$ cat config.mk
export PLATFORM = sky130hd
export DESIGN_NAME = pwr_mode_ctrl
export DESIGN_NICKNAME = d
export VERILOG_FILES = /design/src/rtl/pmc_pkg.sv /design/src/rtl/pmc_ctrl_reg.sv /design/src/rtl/pmc_wake.sv /design/src/rtl/pmc_fsm.sv /design/src/rtl/pmc_strobe.sv /design/src/rtl/pwr_mode_ctrl.sv
export SDC_FILE = /design/constraint.sdc
export NUM_CORES = 1
export LEC_CHECK = 0
export BUFFER_PORTS_ARGS = -buffer_cell sky130_fd_sc_hd__clkbuf_2
export CORE_MARGIN = 5
export CORE_UTILIZATION = 43
export DETAILED_ROUTE_END_ITERATION = 7
export PLACE_DENSITY = 0.76
export SYNTH_ARGS = -nofsm -noshare
export SYNTH_HDL_FRONTEND = slang
export SYNTH_SLANG_ARGS = --single-unit
$ cat constraint.sdc
create_clock -name clk -period 2 [get_ports clk]
set_clock_uncertainty 0.1 [all_clocks]
set_input_delay 0.4 -clock clk [delete_from_list [all_inputs] [get_ports clk]]
set_output_delay 0.4 -clock clk [all_outputs]
set_load 0.005 [all_outputs]
$ cat src/rtl/pmc_pkg.sv
package pmc_pkg;

    // Control register bit positions
    localparam int IDL_BIT = 0;
    localparam int PD_BIT  = 1;

    typedef enum logic [2:0] {
        ST_RUN    = 3'd0,
        ST_IDLE   = 3'd1,
        ST_PDOWN  = 3'd2,
        ST_WAKE_I = 3'd3,
        ST_WAKE_P = 3'd4
    } pmc_state_e;

    typedef struct packed {
        logic pd;
        logic idl;
    } pcr_t;

    typedef struct packed {
        logic cpu;
        logic per;
    } clk_en_t;

    typedef enum logic [1:0] {
        STB_PASS = 2'd0,
        STB_HIGH = 2'd1,
        STB_LOW  = 2'd2
    } stb_mode_e;

    // Power-down wins over idle
    function automatic pmc_state_e mode_from_bits(pcr_t b);
        if (b.pd)       return ST_PDOWN;
        else if (b.idl) return ST_IDLE;
        else            return ST_RUN;
    endfunction

    function automatic stb_mode_e strobe_mode(pmc_state_e s);
        case (s)
            ST_IDLE, ST_WAKE_I:  return STB_HIGH;
            ST_PDOWN, ST_WAKE_P: return STB_LOW;
            default:             return STB_PASS;
        endcase
    endfunction

    function automatic clk_en_t clk_enables(pmc_state_e s);
        clk_en_t c;
        c.cpu = (s == ST_RUN);
        c.per = (s != ST_PDOWN);
        return c;
    endfunction

endpackage

$ cat src/rtl/pmc_ctrl_reg.sv
module pmc_ctrl_reg
    import pmc_pkg::*;
(
    input  logic       clk,
    input  logic       rst,
    input  logic       wr_ok,
    input  logic [1:0] wdata,
    input  logic       clr,
    output pcr_t       bits,
    output logic [1:0] rdata
);
    pcr_t bits_q;

    always_ff @(posedge clk) begin
        if (rst) begin
            bits_q <= '0;
        end else if (clr) begin
            bits_q <= '0;
        end else if (wr_ok) begin
            bits_q.idl <= wdata[IDL_BIT];
            bits_q.pd  <= wdata[PD_BIT];
        end
    end

    always_comb begin
        rdata         = '0;
        rdata[IDL_BIT] = bits_q.idl;
        rdata[PD_BIT]  = bits_q.pd;
    end

    assign bits = bits_q;


    bits_cleared_chk: assert property (@(posedge clk) disable iff (rst)
        clr |=> (bits_q == '0));


    no_write_chk: assert property (@(posedge clk) disable iff (rst)
        (!wr_ok && !clr) |=> $stable(bits_q));

endmodule

$ cat src/rtl/pmc_wake.sv
module pmc_wake #(
    parameter int N_IRQ = 6,
    parameter int N_EXT = 2
) (
    input  logic [N_IRQ-1:0] irq_req,
    input  logic [N_IRQ-1:0] irq_en,
    input  logic [N_EXT-1:0] ext_level,
    output logic             any_wake,
    output logic             lvl_wake
);
    logic [N_IRQ-1:0] active;
    logic [N_IRQ-1:0] lvl_active;

    assign active = irq_req & irq_en;

    for (genvar i = 0; i < N_IRQ; i++) begin : g_line
        if (i < N_EXT) begin : g_ext
            assign lvl_active[i] = active[i] & ext_level[i];
        end else begin : g_int
            assign lvl_active[i] = 1'b0;
        end
    end

    assign any_wake = |active;
    assign lvl_wake = |lvl_active;

endmodule

$ cat src/rtl/pmc_fsm.sv
module pmc_fsm
    import pmc_pkg::*;
#(
    parameter int PH_N = 12
) (
    input  logic       clk,
    input  logic       rst,
    input  pcr_t       bits,
    input  logic       any_wake,
    input  logic       lvl_wake,
    output pmc_state_e state,
    output logic       clr,
    output logic       wake_o,
    output clk_en_t    clk_en
);
    localparam int PW = (PH_N > 1) ? $clog2(PH_N) : 1;
    localparam logic [PW-1:0] PH_LAST = PW'(PH_N - 1);

    pmc_state_e state_q, state_d;
    logic [PW-1:0] phase_q;
    logic wake_q;

    always_ff @(posedge clk) begin
        if (rst)                   phase_q <= '0;
        else if (phase_q == PH_LAST) phase_q <= '0;
        else                       phase_q <= phase_q + 1'b1;
    end

    always_comb begin
        state_d = state_q;
        clr     = 1'b0;
        case (state_q)
            ST_RUN:   state_d = mode_from_bits(bits);
            ST_IDLE: if (any_wake) begin
                state_d = ST_WAKE_I;
                clr     = 1'b1;
            end
            ST_PDOWN: if (lvl_wake) begin
                state_d = ST_WAKE_P;
                clr     = 1'b1;
            end
            ST_WAKE_I, ST_WAKE_P: if (phase_q == PH_LAST) state_d = ST_RUN;
            default:  state_d = ST_RUN;
        endcase
    end

    always_ff @(posedge clk) begin
        if (rst) begin
            state_q <= ST_RUN;
            wake_q  <= 1'b0;
        end else begin
            state_q <= state_d;
            wake_q  <= clr;
        end
    end

    assign state  = state_q;
    assign wake_o = wake_q;
    assign clk_en = clk_enables(state_q);


    cpu_boundary_chk: assert property (@(posedge clk) disable iff (rst)
        $rose(clk_en.cpu) |-> (phase_q == '0));


    wake_single_chk: assert property (@(posedge clk) disable iff (rst)
        wake_q |=> !wake_q);


    idle_exit_chk: assert property (@(posedge clk) disable iff (rst)
        (state_q == ST_IDLE && any_wake) |=> (state_q == ST_WAKE_I));


    pd_hold_chk: assert property (@(posedge clk) disable iff (rst)
        (state_q == ST_PDOWN && !lvl_wake) |=> (state_q == ST_PDOWN));

endmodule

$ cat src/rtl/pmc_strobe.sv
module pmc_strobe
    import pmc_pkg::*;
#(
    parameter int N_STB = 2
) (
    input  pmc_state_e       state,
    input  logic [N_STB-1:0] stb_in,
    output logic [N_STB-1:0] stb_out
);
    stb_mode_e mode;
    assign mode = strobe_mode(state);

    for (genvar i = 0; i < N_STB; i++) begin : g_stb
        always_comb begin
            case (mode)
                STB_HIGH: stb_out[i] = 1'b1;
                STB_LOW:  stb_out[i] = 1'b0;
                default:  stb_out[i] = stb_in[i];
            endcase
        end
    end

endmodule

$ cat src/rtl/pwr_mode_ctrl.sv
module pwr_mode_ctrl
    import pmc_pkg::*;
#(
    parameter int N_IRQ = 6,
    parameter int N_EXT = 2,
    parameter int PH_N  = 12
) (
    input  logic             clk,
    input  logic             rst,
    input  logic             reg_wr,
    input  logic [1:0]       reg_wdata,
    output logic [1:0]       reg_rdata,
    input  logic [N_IRQ-1:0] irq_req,
    input  logic [N_IRQ-1:0] irq_en,
    input  logic [N_EXT-1:0] ext_level,
    input  logic             ale_in,
    input  logic             psen_in,
    output logic             ale_out,
    output logic             psen_out,
    output logic             cpu_clk_en,
    output logic             per_clk_en,
    output logic             wake_pulse
);
    localparam int N_STB = 2;

    pcr_t       bits;
    pmc_state_e state;
    logic       clr, any_wake, lvl_wake, wr_ok;
    clk_en_t    clk_en;
    logic [N_STB-1:0] stb_in, stb_out;

    assign wr_ok = reg_wr && (state == ST_RUN);

    pmc_ctrl_reg u_reg (
        .clk(clk), .rst(rst), .wr_ok(wr_ok), .wdata(reg_wdata),
        .clr(clr), .bits(bits), .rdata(reg_rdata)
    );

    pmc_wake #(.N_IRQ(N_IRQ), .N_EXT(N_EXT)) u_wake (
        .irq_req(irq_req), .irq_en(irq_en), .ext_level(ext_level),
        .any_wake(any_wake), .lvl_wake(lvl_wake)
    );

    pmc_fsm #(.PH_N(PH_N)) u_fsm (
        .clk(clk), .rst(rst), .bits(bits), .any_wake(any_wake),
        .lvl_wake(lvl_wake), .state(state), .clr(clr),
        .wake_o(wake_pulse), .clk_en(clk_en)
    );

    assign stb_in = {psen_in, ale_in};

    pmc_strobe #(.N_STB(N_STB)) u_stb (
        .state(state), .stb_in(stb_in), .stb_out(stb_out)
    );

    assign ale_out    = stb_out[0];
    assign psen_out   = stb_out[1];
    assign cpu_clk_en = clk_en.cpu;
    assign per_clk_en = clk_en.per;


    idle_strobe_chk: assert property (@(posedge clk) disable iff (rst)
        (state == ST_IDLE) |-> (ale_out && psen_out));


    pd_strobe_chk: assert property (@(posedge clk) disable iff (rst)
        (state == ST_PDOWN) |-> (!ale_out && !psen_out));


    pd_clocks_chk: assert property (@(posedge clk) disable iff (rst)
        (state == ST_PDOWN) |-> (!cpu_clk_en && !per_clk_en));


    reset_state_chk: assert property (@(posedge clk)
        rst |=> (reg_rdata == 2'b00 && cpu_clk_en && per_clk_en && !wake_pulse));

endmodule

### After elaboration in Yosys (flattened, before gate mapping)

Index checks and enable logic that the tools add are counted.

| storage, ports and cells | value |
|---|---|
| bits in registers | 10 |
| bits in latches | 0 |
| memory bits (writable) | 0 |
| bits in read-only memories | 0 |
| input bits | 21 |
| output and inout port bits | 7 |
| memories kept | 0 |

| cells by class | value |
|---|---|
| $add $sub $neg | 1 |
| $mul | 0 |
| divide/modulo/power cells | 0 |
| $lt $le $gt $ge | 0 |
| equal/unequal tests | 11 |
| shifts and indexed selects | 0 |
| muxes and demuxes | 12 |
| bitwise gates (word level) | 3 |
| reductions and logical operators | 10 |

Operators with widths:

| kind | number |
|---|---|
| $mux W3 | 4 |
| $pmux W3 S4 | 1 |
| $reduce_or A2 Y1 | 6 |
| $and A6 B6 Y6 | 1 |
| $eq A3 B2 Y1 const B | 2 |
| $pmux W1 S2 | 3 |
| $reduce_or A6 Y1 | 1 |
| $add A4 B1 Y4 const B | 1 |
| $eq A4 B4 Y1 const B | 1 |
| $ne A2 B2 Y1 const B | 2 |
| $pmux W2 S2 | 1 |
| $eq A3 B1 Y1 const B | 1 |
| $eq A3 B3 Y1 const B | 1 |
| $logic_not A3 Y1 | 1 |
| $mux W1 | 3 |
| $ne A3 B2 Y1 const B | 1 |
| $reduce_and A3 Y1 | 1 |
| $and A1 B1 Y1 | 2 |
| $eq A2 B1 Y1 const B | 1 |
| $eq A2 B2 Y1 const B | 1 |
| $ne A2 B1 Y1 const B | 1 |
| $logic_and A1 B1 Y1 | 1 |

### Longest topological paths before layout

Gate-level depths: netlist of the first run.

| logic depth | value |
|---|---|
| depth after elaboration | 6 |
| mapped depth | 5 |
| depth with buffers taken out | 5 |

### Cells and area by module

From an unflattened synthesis of the first run, not the netlist that was laid out.

| unflattened totals | value |
|---|---|
| cells, all modules | 72 |
| area total of the unflattened synthesis | 606.8 sq um |

Modules (own cells, without submodules):

| module | instances | cells an instance | area an instance (sq um) | seq. area each (sq um) |
|---|---|---|---|---|
| pmc_fsm | 1 | 47 | 407.9 | 160.2 |
| pmc_ctrl_reg | 1 | 8 | 85.1 | 40.0 |
| pmc_strobe | 1 | 9 | 57.6 | 0.0 |
| pmc_wake | 1 | 7 | 41.3 | 0.0 |
| pwr_mode_ctrl | 1 | 1 | 15.0 | 0.0 |

### Worst setup path before layout of the first run

OpenSTA, ideal clock, no wires.

| timing path | value |
|---|---|
| kind | register to output |
| start point | register u_fsm.state_q[1], in the netlist u_fsm.state[1] |
| end point | output port ale_out |
| arrival | 1200 ps |
| setup slack | 300 ps |
| cell stages (with the launch flop) | 6 |
| buffers on the path | 0 |
| cells stage by stage | dfxtp_1 -> nand2b_1 -> a21o_1 -> ha_1 -> nand2b_1 -> nand2_1 |

| between the ends | value |
|---|---|
| word-level cells in the longest chain between the ends | 5 |

RTL lines:

| item | line | text |
|---|---|---|
| start, declared | pmc_fsm.sv:19 | `pmc_state_e state_q, state_d;` |
| start signal, assigned | pmc_fsm.sv:52 | `state_q <= state_d;` |
| $eq A3 B2 Y1 (tied with other cells) | pmc_pkg.sv:39 | `case (s)` |
| $reduce_or A2 Y1 | pmc_pkg.sv:39 |  |
| $pmux W2 S2 * | pmc_pkg.sv:39 |  |
| $eq A2 B2 Y1 or $eq A2 B1 Y1 (tied branches) | pmc_strobe.sv:15 | `case (mode)` |
| $pmux W1 S2 * | pmc_strobe.sv:15 |  |
| end, declared | pwr_mode_ctrl.sv:18 | `output logic ale_out,` |

Mark *: on every way between the ends. The rest lies on a longest branch, timed or not.

### Final worst setup path of the first run

| timing path | value |
|---|---|
| start point | register u_fsm.state_q[2], in the netlist u_fsm.state[2] |
| end point | output port ale_out |

Same word-level chain as after synthesis.

==> results of run 1 <==
worst min-delay path, cell delays in order:
cell and delay, ps:
sky130_fd_sc_hd__clkbuf_2 70, sky130_fd_sc_hd__mux2i_1 50, sky130_fd_sc_hd__nor3_1 110
area by class of cell:
type                       instances  share of cell area [%]
inverter                           2                   0.912
sequential                        10                    25.2
timing repair buffer              33                    21.9
multi-input combinational         50                    45.3
tap                               15                    2.28
clock buffer                       4                    4.41
per-layer routing:
metal | global-route usage [%] | wire, microns | up-vias
met5 | 0 | 0 | -
li1 | - | - | 303
met3 | 2.73 | 151 | 5
met2 | 29.9 | 766 | 26
met1 | 17.9 | 598 | 273
met4 | 11.4 | 37 | 0
cell usage after synthesis, types with 2 or more instances:
library cell                n
sky130_fd_sc_hd__dfxtp_1   10
sky130_fd_sc_hd__nand2_1    8
sky130_fd_sc_hd__nor3_1     5
sky130_fd_sc_hd__nor2_1     4
sky130_fd_sc_hd__nor3b_1    4
sky130_fd_sc_hd__a21oi_1    3
sky130_fd_sc_hd__a22oi_1    3
sky130_fd_sc_hd__mux2i_1    3
sky130_fd_sc_hd__nand3_1    3
sky130_fd_sc_hd__ha_1       2
sky130_fd_sc_hd__inv_1      2
sky130_fd_sc_hd__nand2b_1   2
stage by stage:
| stage | setup TNS (ps) | power [mW] | utilization, % | cell area, sq um |
|---|---|---|---|---|
| floorplan | 0 | 0.361 | - | 566 |
| global placement | 0 | 0.422 | 56.1 | 712 |
| detailed placement | 0 | 0.426 | 56.1 | 712 |
| CTS | -5.77 | 0.650 | 64.7 | 821 |
| global route | -188 | 0.702 | 64.9 | 823 |
| finish | -60.4 | 0.659 | 64.9 | 823 |
power breakdown:
part	switching (mW)	leakage, nW	total, mW	internal, mW
Combinational	0.104	0.298	0.233	0.129
Sequential	0.0203	0.0834	0.242	0.221
Clock	0.0731	0.0210	0.184	0.111
worst max-delay path by stage:
stage | startpoint | endpoint | slack, ps | cells past startpoint
6_report | u_fsm.state[2] | ale_out | -40 | 6
5_1_grt | u_fsm.state[2] | ale_out | -100 | 6
4_1_cts | u_fsm.state[2] | ale_out | -6 | 6
3_5_place_dp | u_fsm.state[1] | ale_out | 130 | 6
3_3_place_gp | u_fsm.state[1] | ale_out | 180 | 6
2_1_floorplan | u_fsm.state[1] | ale_out | 300 | 5
state kept, by name, summed over array words and instances (netlist names):
name and cells:
u_fsm.phase_q 4, u_fsm.state 3, u_fsm.wake_o 1, u_reg.bits 2
what timing repair did:
| item | 4_1_cts | 5_1_grt |
|---|---|---|
| gates resized for setup | 7 | 1 |
| pin swaps | 1 | 0 |
| buffers inserted | 5 | 0 |
| setup endpoints to repair | 2 | 2 |
cells by family after synthesis:
logic type,Yosys count
AOI/OAI and AO/OA,11
xor gates and xnor gates,1
adders and majority gates,2
DFF,10
and+or+nand+nor,32
muxes,4
buffers and inverters,4
==> impl_metrics.xml, run 1 <==
<?xml version="1.0" encoding="UTF-8"?>
<metrics>
  <group name="final_layout">
    <metric name="post_route_cells_drive_above_1_share" unit="%">48.5</metric>
    <metric name="filler_cell_count" unit="">119</metric>
    <metric name="instances_no_fill" unit="">114</metric>
    <metric name="fin_nets" unit="">123</metric>
    <metric name="final_cell_mix" unit="">sky130_fd_sc_hd__clkbuf_2 (27), sky130_fd_sc_hd__nand2_1 (8), sky130_fd_sc_hd__dfxtp_1 (8)</metric>
    <metric name="multi_input_area" unit="sq um">373</metric>
    <metric name="mostFrequentLayoutCell" unit="">sky130_fd_sc_hd__clkbuf_2</metric>
    <metric name="insertedDiodeCount" unit="">0</metric>
    <metric name="layout.area.seq" unit="sq um">208</metric>
    <metric name="area_delta_synth_final" unit="%">45.6</metric>
  </group>
  <group name="synthesis">
    <metric name="synth_nets" unit="">87</metric>
    <metric name="yosys.area_share.simple" unit="%">31.6</metric>
    <metric name="synth_seq_cells" unit="">10</metric>
    <metric name="warning_count_from_the_yosys_run" unit="">0</metric>
    <metric name="synth_async_sr_flop_share" unit="%">0</metric>
    <metric name="mean_cell_area_of_the_mapped_netlist" unit="sq um">8.84</metric>
    <metric name="synth_adder_area_share" unit="%">4.42</metric>
    <metric name="dominant_combinational_cell_family_by_area_after_synthesis" unit="">simple AND/OR/NAND/NOR gates</metric>
    <metric name="netlist_top_cells_area" unit="">sky130_fd_sc_hd__dfxtp_1 (35%), sky130_fd_sc_hd__mux2i_1 (5.3%), sky130_fd_sc_hd__nand2_1 (5.3%)</metric>
    <metric name="area_share_of_the_leading_cell_type_in_the_synthesized_netlist" unit="%">35.4</metric>
    <metric name="syn-cell-area" unit="sq um">566</metric>
    <metric name="synthesis.instances" unit="">64</metric>
    <metric name="synth_top_area_cell" unit="">sky130_fd_sc_hd__dfxtp_1</metric>
    <metric name="seq_area_frac_synth" unit="%">35.4</metric>
    <metric name="post_synth_cell_types" unit="">27</metric>
    <metric name="synth_xor_area_share" unit="%">1.55</metric>
    <metric name="synth_ff_type" unit="">sky130_fd_sc_hd__dfxtp_1</metric>
    <metric name="synth_mux_area_share" unit="%">7.30</metric>
    <metric name="synth-compound-area-share" unit="%">15.7</metric>
    <metric name="number_of_enable_type_register_cells_in_the_synthesized_netlist" unit="">0</metric>
  </group>
  <group name="placed_design">
    <metric name="number_of_buffers_added_on_ports" unit="">27</metric>
    <metric name="dp_hpwl" unit="microns">1060</metric>
    <metric name="dpl_worst_slack" unit="ps">126</metric>
    <metric name="dp_cells" unit="">105</metric>
    <metric name="finalWeightedCongestion" unit="">0.772</metric>
  </group>
  <group name="flow_run">
    <metric name="max_cap_viol_count" unit="">0</metric>
  </group>
  <group name="timing">
    <metric name="slew_limit_fails" unit="">0</metric>
    <metric name="final_period_minus_worst_setup_slack" unit="ps">2040</metric>
    <metric name="fmax" unit="MHz">491</metric>
    <metric name="final.hold.worst_slack" unit="ps">312</metric>
    <metric name="layout_worst_path_cycle_share" unit="%">102</metric>
    <metric name="setup_slack" unit="ps">-35.8</metric>
    <metric name="rsz0062_at_grt" unit="">yes</metric>
    <metric name="relSlewSlack" unit="%">80.9</metric>
    <metric name="setup-violations-final" unit="">2</metric>
    <metric name="report.final.hold_viol_count" unit="">0</metric>
    <metric name="worstMarginPinSlew" unit="ps">286</metric>
  </group>
  <group name="critical_path">
    <metric name="setup.worst_path.class" unit="">reg2out</metric>
    <metric name="cp_top_family" unit="">flip-flops</metric>
    <metric name="end_kind" unit="">output pin</metric>
    <metric name="worst_path_largest_cell_delay" unit="ps">360</metric>
    <metric name="worst-endpoint-arrival" unit="ps">1540</metric>
    <metric name="slack_of_the_worst_reg_to_reg_path" unit="ps">440</metric>
    <metric name="ff2ff_path_depth" unit="">4</metric>
    <metric name="timing.critical_path.buf_inv" unit="">1</metric>
    <metric name="worst_path_required" unit="ps">1500</metric>
    <metric name="worstPathCellList" unit="">nand2b_4, a21o_1, ha_4, nand2b_4, nand2_1, clkbuf_2</metric>
    <metric name="timing.rr.end" unit="">u_fsm.state[1]</metric>
    <metric name="path_common_cell" unit="">sky130_fd_sc_hd__nand2b_4</metric>
    <metric name="critPathLaunchType" unit="">flop</metric>
    <metric name="largest_driver_fanout_on_the_critical_path" unit="">4</metric>
    <metric name="launch_instance_of_the_worst_register_to_register_path" unit="">u_fsm.phase_q[0]</metric>
    <metric name="crit_path_max_delay_cell_type" unit="">sky130_fd_sc_hd__dfxtp_4</metric>
  </group>
  <group name="hold_path">
    <metric name="hold_depth" unit="">3</metric>
    <metric name="worst_hold_path_type" unit="">in2reg</metric>
    <metric name="holdCritStartpoint" unit="">reg_wdata[1]</metric>
    <metric name="hold-path-endpoint" unit="">u_reg.bits[1]</metric>
  </group>
  <group name="routing">
    <metric name="via_count" unit="">607</metric>
    <metric name="drt-vias-per-instance" unit="">5.32</metric>
    <metric name="detail_route.iter0.violations" unit="">13</metric>
    <metric name="ant_nets" unit="">0</metric>
    <metric name="post_drt_wl_per_cell" unit="microns">13.6</metric>
    <metric name="detail_route.first_pass.iterations" unit="">4</metric>
    <metric name="drc_errors" unit="">0</metric>
    <metric name="drt_wirelength" unit="microns">1550</metric>
  </group>
  <group name="power_and_ir_drop">
    <metric name="vdd_ir_drop_max" unit="mV">0.454</metric>
    <metric name="leakage_power" unit="nW">0.402</metric>
    <metric name="p_per_area" unit="mW/mm^2">800</metric>
  </group>
  <group name="floorplan">
    <metric name="initial_utilization" unit="%">44.6</metric>
    <metric name="num_io_pins" unit="">28</metric>
    <metric name="placeable_core_region" unit="sq mm">0.00127</metric>
    <metric name="floorplan.die_area" unit="sq mm">0.00214</metric>
    <metric name="fp.dieW" unit="microns">46.3</metric>
    <metric name="num_rows" unit="">13</metric>
    <metric name="die_h" unit="microns">46.3</metric>
  </group>
  <group name="clock_tree">
    <metric name="cts_tree" unit="">done</metric>
    <metric name="worst_setup_hold_path_clk_slew" unit="ps">60</metric>
    <metric name="cts_htree_levels" unit="">1</metric>
    <metric name="cts.path.max_buffers" unit="">2</metric>
    <metric name="cts.hold.buffers_added" unit="">0</metric>
    <metric name="ctsRootBufferMaster" unit="">sky130_fd_sc_hd__clkbuf_4</metric>
    <metric name="tritoncts.num_buffers" unit="">3</metric>
    <metric name="worst_skew_pair_later_pin_latency" unit="ps">270</metric>
    <metric name="tritoncts_num_sinks" unit="">10</metric>
  </group>
  <group name="grt">
    <metric name="grt_antenna_before_repair" unit="">0</metric>
    <metric name="grt_first_pass_wirelength" unit="microns">2520</metric>
    <metric name="maximum_number_of_pins_on_one_net_before_global_route_repair" unit="">11</metric>
    <metric name="grt_overflow_total" unit="">0</metric>
    <metric name="groute.usage.overall" unit="%">16.9</metric>
    <metric name="via_count_of_the_first_global_routing_pass" unit="">610</metric>
  </group>
  <group name="run_status">
    <metric name="failed_checks" unit="">negative setup slack</metric>
    <metric name="run_status" unit="">finished, violations left</metric>
  </group>
</metrics>
No activity file was read; power rests on OpenSTA's default activity.
==> run 2: changes to the inputs <==
- REMOVE_ABC_BUFFERS: unset -> 1
==> run 2 against run 1 <==
  * The run now ends clean
  * Sequential share of layout area rose by 0.78 points
  * Clock-buffer cell count down 1
  * Worst hold slack better by 32 ps
==> impl_metrics.xml, run 2 (same netlist as run 1, synthesis figures left out) <==
<?xml version="1.0" encoding="UTF-8"?>
<metrics>
  <group name="run_status">
    <metric name="run_status" unit="">complete, no violations</metric>
  </group>
  <group name="grt">
    <metric name="groute.usage.overall" unit="%">13.7</metric>
    <metric name="via_count_of_the_first_global_routing_pass" unit="">533</metric>
    <metric name="grt_antenna_before_repair" unit="">0</metric>
    <metric name="grt_first_pass_wirelength" unit="microns">2100</metric>
    <metric name="maximum_number_of_pins_on_one_net_before_global_route_repair" unit="">11</metric>
    <metric name="grt_overflow_total" unit="">0</metric>
  </group>
  <group name="final_layout">
    <metric name="insertedDiodeCount" unit="">0</metric>
    <metric name="fin_nets" unit="">122</metric>
    <metric name="mostFrequentLayoutCell" unit="">sky130_fd_sc_hd__clkbuf_2</metric>
    <metric name="multi_input_area" unit="sq um">373</metric>
    <metric name="layout.area.seq" unit="sq um">209</metric>
    <metric name="instances_no_fill" unit="">112</metric>
    <metric name="largest_register" unit="">u_fsm.phase_q</metric>
    <metric name="final_cell_mix" unit="">sky130_fd_sc_hd__clkbuf_2 (27), sky130_fd_sc_hd__nand2_1 (8), sky130_fd_sc_hd__dfxtp_1 (7)</metric>
    <metric name="largest_register_ff_count" unit="">4</metric>
    <metric name="filler_cell_count" unit="">109</metric>
    <metric name="post_route_cells_drive_above_1_share" unit="%">48.5</metric>
    <metric name="area_delta_synth_final" unit="%">42.0</metric>
    <metric name="layout.core_utilization" unit="%">63.3</metric>
  </group>
  <group name="clock_tree">
    <metric name="cts.hold.buffers_added" unit="">0</metric>
    <metric name="cts_htree_levels" unit="">1</metric>
    <metric name="ctsRootBufferMaster" unit="">sky130_fd_sc_hd__clkbuf_4</metric>
    <metric name="tritoncts.num_buffers" unit="">3</metric>
    <metric name="cts_tree" unit="">done</metric>
    <metric name="worst_setup_hold_path_clk_slew" unit="ps">50</metric>
    <metric name="tritoncts_num_sinks" unit="">10</metric>
    <metric name="worst_skew_pair_later_pin_latency" unit="ps">260</metric>
    <metric name="cts.path.max_buffers" unit="">2</metric>
  </group>
  <group name="timing">
    <metric name="relSlewSlack" unit="%">84.2</metric>
    <metric name="layout_worst_path_cycle_share" unit="%">98.5</metric>
    <metric name="final_period_minus_worst_setup_slack" unit="ps">1970</metric>
    <metric name="slew_limit_fails" unit="">0</metric>
    <metric name="worstMarginPinSlew" unit="ps">237</metric>
    <metric name="final.hold.worst_slack" unit="ps">344</metric>
    <metric name="setup-violations-final" unit="">0</metric>
    <metric name="fmax" unit="MHz">508</metric>
    <metric name="setup_slack" unit="ps">29.6</metric>
    <metric name="report.final.hold_viol_count" unit="">0</metric>
    <metric name="rsz0062_at_grt" unit="">yes</metric>
  </group>
  <group name="routing">
    <metric name="drc_errors" unit="">0</metric>
    <metric name="ant_nets" unit="">0</metric>
    <metric name="drt-vias-per-instance" unit="">5.28</metric>
    <metric name="via_count" unit="">591</metric>
    <metric name="detail_route.first_pass.iterations" unit="">4</metric>
    <metric name="post_drt_wl_per_cell" unit="microns">12.7</metric>
    <metric name="detail_route.iter0.violations" unit="">14</metric>
    <metric name="drt_wirelength" unit="microns">1420</metric>
  </group>
  <group name="floorplan">
    <metric name="num_io_pins" unit="">28</metric>
    <metric name="placeable_core_region" unit="sq mm">0.00127</metric>
    <metric name="die_h" unit="microns">46.3</metric>
    <metric name="floorplan.die_area" unit="sq mm">0.00214</metric>
    <metric name="initial_utilization" unit="%">44.6</metric>
    <metric name="fp.dieW" unit="microns">46.3</metric>
    <metric name="num_rows" unit="">13</metric>
  </group>
  <group name="placed_design">
    <metric name="number_of_buffers_added_on_ports" unit="">27</metric>
    <metric name="dp_hpwl" unit="microns">1060</metric>
    <metric name="finalWeightedCongestion" unit="">0.852</metric>
    <metric name="dp_cells" unit="">105</metric>
    <metric name="dpl_worst_slack" unit="ps">129</metric>
  </group>
  <group name="flow_run">
    <metric name="max_cap_viol_count" unit="">0</metric>
  </group>
  <group name="power_and_ir_drop">
    <metric name="part_of_the_total_power_dissipated_in_combinational_logic" unit="%">37.6</metric>
    <metric name="p_seq_share" unit="%">40.8</metric>
    <metric name="internal-power" unit="uW">417</metric>
    <metric name="power.share.switching" unit="%">30.2</metric>
    <metric name="clock_power_share" unit="%">21.7</metric>
    <metric name="vdd_ir_drop_max" unit="mV">0.590</metric>
    <metric name="power.total" unit="uW">598</metric>
    <metric name="leakage_power" unit="nW">0.390</metric>
    <metric name="p_per_area" unit="mW/mm^2">744</metric>
    <metric name="p_switching" unit="uW">180</metric>
  </group>
  <group name="critical_path">
    <metric name="worst_path_required" unit="ps">1500</metric>
    <metric name="critPathLaunchType" unit="">flop</metric>
    <metric name="worst-endpoint-arrival" unit="ps">1470</metric>
    <metric name="setup.worst_path.class" unit="">reg2out</metric>
    <metric name="end_kind" unit="">output pin</metric>
    <metric name="ff2ff_path_depth" unit="">4</metric>
    <metric name="largest_driver_fanout_on_the_critical_path" unit="">3</metric>
  </group>
  <group name="hold_path">
    <metric name="hold_depth" unit="">3</metric>
    <metric name="worst_hold_path_type" unit="">in2reg</metric>
  </group>
</metrics>
-- run 2: power groups by stage --
stage / Clock (mW) / Sequential [mW] / Combinational, mW
6_report: 0.129 / 0.244 / 0.224
5_1_grt: 0.144 / 0.247 / 0.244
4_1_cts: 0.134 / 0.242 / 0.219
3_5_place_dp: 0 / 0.249 / 0.179
3_3_place_gp: 0 / 0.247 / 0.174
2_1_floorplan: 0 / 0.247 / 0.106
-- run 2: what timing repair did --
action,in CTS,in global routing
endpoints found under the hold margin,0,0
pin swaps,1,1
setup buffers,3,1
resized for setup,7,2
setup endpoints to repair,2,2
-- run 2: per-layer routing --
| metal | GRT usage, % | vias to the layer above | part of all wire, % |
|---|---|---|---|
| li1 | - | 299 | - |
| met1 | 15.4 | 271 | 37 |
| met2 | 24.5 | 19 | 56 |
| met3 | 5.86 | 2 | 6.8 |
| met4 | 1.70 | 0 | 0.56 |
| met5 | 0 | - | 0 |
-- run 2: through the flow --
step                TNS [ps]  area, sq um
floorplan                  0          551
global placement           0          712
detailed placement         0          712
CTS                        0          787
global route           -49.8          803
finish                     0          803
-- run 2: final timing paths --
path | slack [ps] | to | from
hold reg to reg | 350 | u_fsm.phase_q[0] | u_fsm.phase_q[0]
setup reg to reg | 460 | u_fsm.state[1] | u_fsm.phase_q[0]
hold / removal | 340 | u_reg.bits[1] | reg_wdata[1]
setup / recovery | 30 | psen_out | u_fsm.state[1]
-- run 2: cell type report --
class                           count  area share (%)
Clock buffer                        3            2.80
Inverter                            2           0.935
Multi-Input combinational cell     50            46.4
Sequential cell                    10            26.0
Tap cell                           15            2.34
Timing Repair Buffer               32            21.5
-- run 2: critical path, stage by stage (launching register included) --
cell	delay, ps
sky130_fd_sc_hd__dfxtp_4	350
sky130_fd_sc_hd__nand2b_4	140
sky130_fd_sc_hd__a21o_1	200
sky130_fd_sc_hd__ha_4	270
sky130_fd_sc_hd__nand2b_4	110
sky130_fd_sc_hd__nand2_1	50
sky130_fd_sc_hd__clkbuf_2	110
==> run 3: changes to the inputs <==
- PLACE_DENSITY: 0.76 -> 0.75
==> run 3 against run 2 <==
  * Cell area fell by 1.1%
  * Global-route usage fell by 0.25 points
  * Register-to-register slack improved by 20 ps
  * Non-clock buffer count fell by 1
  * Worst hold slack improved by 20 ps
  * Setup slack got worse by 8.6 ps
  * Wire length fell by 6.8%
  * Sequential power barely moved
  * Critical path depth did not move
  * Clock-buffer cell count did not move
  * Maximum frequency fell by 0.43%
  * Critical path type unchanged
  * Critical endpoint unchanged
  * Largest cell class unchanged
==> impl_metrics.xml, run 3 (same netlist as run 1, synthesis figures left out) <==
<?xml version="1.0" encoding="UTF-8"?>
<metrics>
  <group name="run_status">
    <metric name="run_status" unit="">complete, no violations</metric>
  </group>
  <group name="clock_tree">
    <metric name="ctsRootBufferMaster" unit="">sky130_fd_sc_hd__clkbuf_4</metric>
    <metric name="cts_tree" unit="">done</metric>
    <metric name="cts_htree_levels" unit="">1</metric>
    <metric name="tritoncts_num_sinks" unit="">10</metric>
    <metric name="worst_skew_pair_later_pin_latency" unit="ps">260</metric>
    <metric name="cts.path.max_buffers" unit="">2</metric>
    <metric name="tritoncts.num_buffers" unit="">3</metric>
    <metric name="worst_setup_hold_path_clk_slew" unit="ps">60</metric>
  </group>
  <group name="timing">
    <metric name="setup_slack" unit="ps">21.0</metric>
    <metric name="setup-violations-final" unit="">0</metric>
    <metric name="finalSetupTns" unit="ps">0</metric>
    <metric name="layout_worst_path_cycle_share" unit="%">98.9</metric>
    <metric name="report.final.hold_viol_count" unit="">0</metric>
    <metric name="relSlewSlack" unit="%">83.7</metric>
    <metric name="fmax" unit="MHz">505</metric>
    <metric name="final_period_minus_worst_setup_slack" unit="ps">1980</metric>
    <metric name="slew_limit_fails" unit="">0</metric>
    <metric name="rsz0062_at_grt" unit="">yes</metric>
    <metric name="worstMarginPinSlew" unit="ps">242</metric>
  </group>
  <group name="placed_design">
    <metric name="dp_cells" unit="">105</metric>
    <metric name="dpl_worst_slack" unit="ps">143</metric>
    <metric name="instance_area_after_placement" unit="sq um">712</metric>
    <metric name="number_of_buffers_added_on_ports" unit="">27</metric>
    <metric name="finalWeightedCongestion" unit="">0.839</metric>
    <metric name="dp_hpwl" unit="microns">1010</metric>
  </group>
  <group name="floorplan">
    <metric name="placeable_core_region" unit="sq mm">0.00127</metric>
    <metric name="floorplan.die_area" unit="sq mm">0.00214</metric>
    <metric name="num_rows" unit="">13</metric>
    <metric name="initial_utilization" unit="%">44.6</metric>
    <metric name="num_io_pins" unit="">28</metric>
    <metric name="die_h" unit="microns">46.3</metric>
    <metric name="fp.dieW" unit="microns">46.3</metric>
  </group>
  <group name="routing">
    <metric name="drt-vias-per-instance" unit="">5.05</metric>
    <metric name="via_count" unit="">561</metric>
    <metric name="detail_route.first_pass.iterations" unit="">4</metric>
    <metric name="detail_route.iter0.violations" unit="">12</metric>
    <metric name="drt_wirelength" unit="microns">1320</metric>
    <metric name="ant_nets" unit="">0</metric>
    <metric name="post_drt_wl_per_cell" unit="microns">11.9</metric>
    <metric name="drc_errors" unit="">0</metric>
  </group>
  <group name="critical_path">
    <metric name="worst_path_largest_cell_delay" unit="ps">360</metric>
    <metric name="worstPathCellList" unit="">nand2b_4, a21o_1, ha_4, nand2b_4, nand2_1, clkbuf_2</metric>
    <metric name="critPathLaunch" unit="">u_fsm.state[2]</metric>
    <metric name="setup.worst_path.class" unit="">reg2out</metric>
    <metric name="path_common_cell" unit="">sky130_fd_sc_hd__nand2b_4</metric>
    <metric name="worst_path_required" unit="ps">1500</metric>
    <metric name="critPathLaunchType" unit="">flop</metric>
    <metric name="worst-endpoint-arrival" unit="ps">1480</metric>
    <metric name="launch_instance_of_the_worst_register_to_register_path" unit="">u_fsm.phase_q[0]</metric>
    <metric name="end_kind" unit="">output pin</metric>
    <metric name="timing.rr.end" unit="">u_fsm.state[1]</metric>
    <metric name="ff2ff_path_depth" unit="">4</metric>
    <metric name="crit_path_max_delay_cell_type" unit="">sky130_fd_sc_hd__dfxtp_4</metric>
    <metric name="largest_driver_fanout_on_the_critical_path" unit="">4</metric>
    <metric name="slack_of_the_worst_reg_to_reg_path" unit="ps">480</metric>
  </group>
  <group name="final_layout">
    <metric name="mostFrequentLayoutCell" unit="">sky130_fd_sc_hd__clkbuf_2</metric>
    <metric name="largest_register" unit="">u_fsm.phase_q</metric>
    <metric name="layout.cell_area.non_filler" unit="sq um">795</metric>
    <metric name="largest_register_ff_count" unit="">4</metric>
    <metric name="final_cell_mix" unit="">sky130_fd_sc_hd__clkbuf_2 (27), sky130_fd_sc_hd__nand2_1 (8), sky130_fd_sc_hd__dfxtp_1 (8)</metric>
    <metric name="insertedDiodeCount" unit="">0</metric>
    <metric name="post_route_cells_drive_above_1_share" unit="%">46.9</metric>
    <metric name="area_delta_synth_final" unit="%">40.5</metric>
    <metric name="instances_no_fill" unit="">111</metric>
    <metric name="fin_nets" unit="">121</metric>
  </group>
  <group name="hold_path">
    <metric name="holdCritStartpoint" unit="">rst</metric>
    <metric name="hold_depth" unit="">2</metric>
    <metric name="worst_hold_path_type" unit="">in2reg</metric>
    <metric name="hold-path-endpoint" unit="">u_fsm.phase_q[3]</metric>
  </group>
  <group name="grt">
    <metric name="maximum_number_of_pins_on_one_net_before_global_route_repair" unit="">11</metric>
    <metric name="grt_antenna_before_repair" unit="">0</metric>
    <metric name="grt_overflow_total" unit="">0</metric>
    <metric name="grt_first_pass_wirelength" unit="microns">2040</metric>
    <metric name="groute.usage.overall" unit="%">13.5</metric>
    <metric name="via_count_of_the_first_global_routing_pass" unit="">516</metric>
  </group>
  <group name="power_and_ir_drop">
    <metric name="p_per_area" unit="mW/mm^2">735</metric>
    <metric name="power.total" unit="uW">584</metric>
    <metric name="vdd_ir_drop_max" unit="mV">0.404</metric>
    <metric name="leakage_power" unit="nW">0.385</metric>
  </group>
  <group name="flow_run">
    <metric name="max_cap_viol_count" unit="">0</metric>
  </group>
</metrics>
## run 3: metal layers
metal	share of wire [%]	track usage, %	vias up
li1	-	-	291
met1	41	14.9	257
met2	53	22.5	11
met3	4.8	5.86	2
met4	1.1	5.11	0
met5	0	0	-
## run 3: cell type report
cell class	count	area, sq um
fillers	103	474
multi-input cells	50	373
flip-flops and latches	10	208
repair buffers	31	165
clock buffers	3	22.5
well taps	15	18.8
inverters	2	7.51
## run 3: what timing repair did
item / in CTS / in global routing
endpoints found under the setup margin: 2 / 2
pin swaps: 1 / 1
setup buffers: 2 / 1
resized for setup: 6 / 2
hold buffers: 0 / 0
## run 3: through the flow
step | hold WS, ps | util [%]
floorplan | 325 | -
global placement | 341 | 56.1
detailed placement | 359 | 56.1
CTS | 340 | 61.2
global route | 372 | 62.6
finish | 364 | 62.6
## run 3: worst max-delay path: cells and delay by family (launching register included)
kind	cells	cell delay, ps
AOI/OAI and AO/OA	1	180
buffers and inverters	1	100
and+or+nand+nor	3	310
DFF	1	360
adders and majority gates	1	270
## run 3: power by group
group          switching [mW]  total, mW  internal (mW)
registers              0.0224      0.244          0.222
logic                  0.0916      0.212          0.120
clock network          0.0593      0.128         0.0690
total                   0.173      0.584          0.411
## run 3: worst max path at each step
stage               end  cells past startpoint
2_1_floorplan   ale_out                      5
3_3_place_gp   psen_out                      6
3_5_place_dp   psen_out                      6
4_1_cts        psen_out                      6
5_1_grt        psen_out                      6
6_report       psen_out                      6
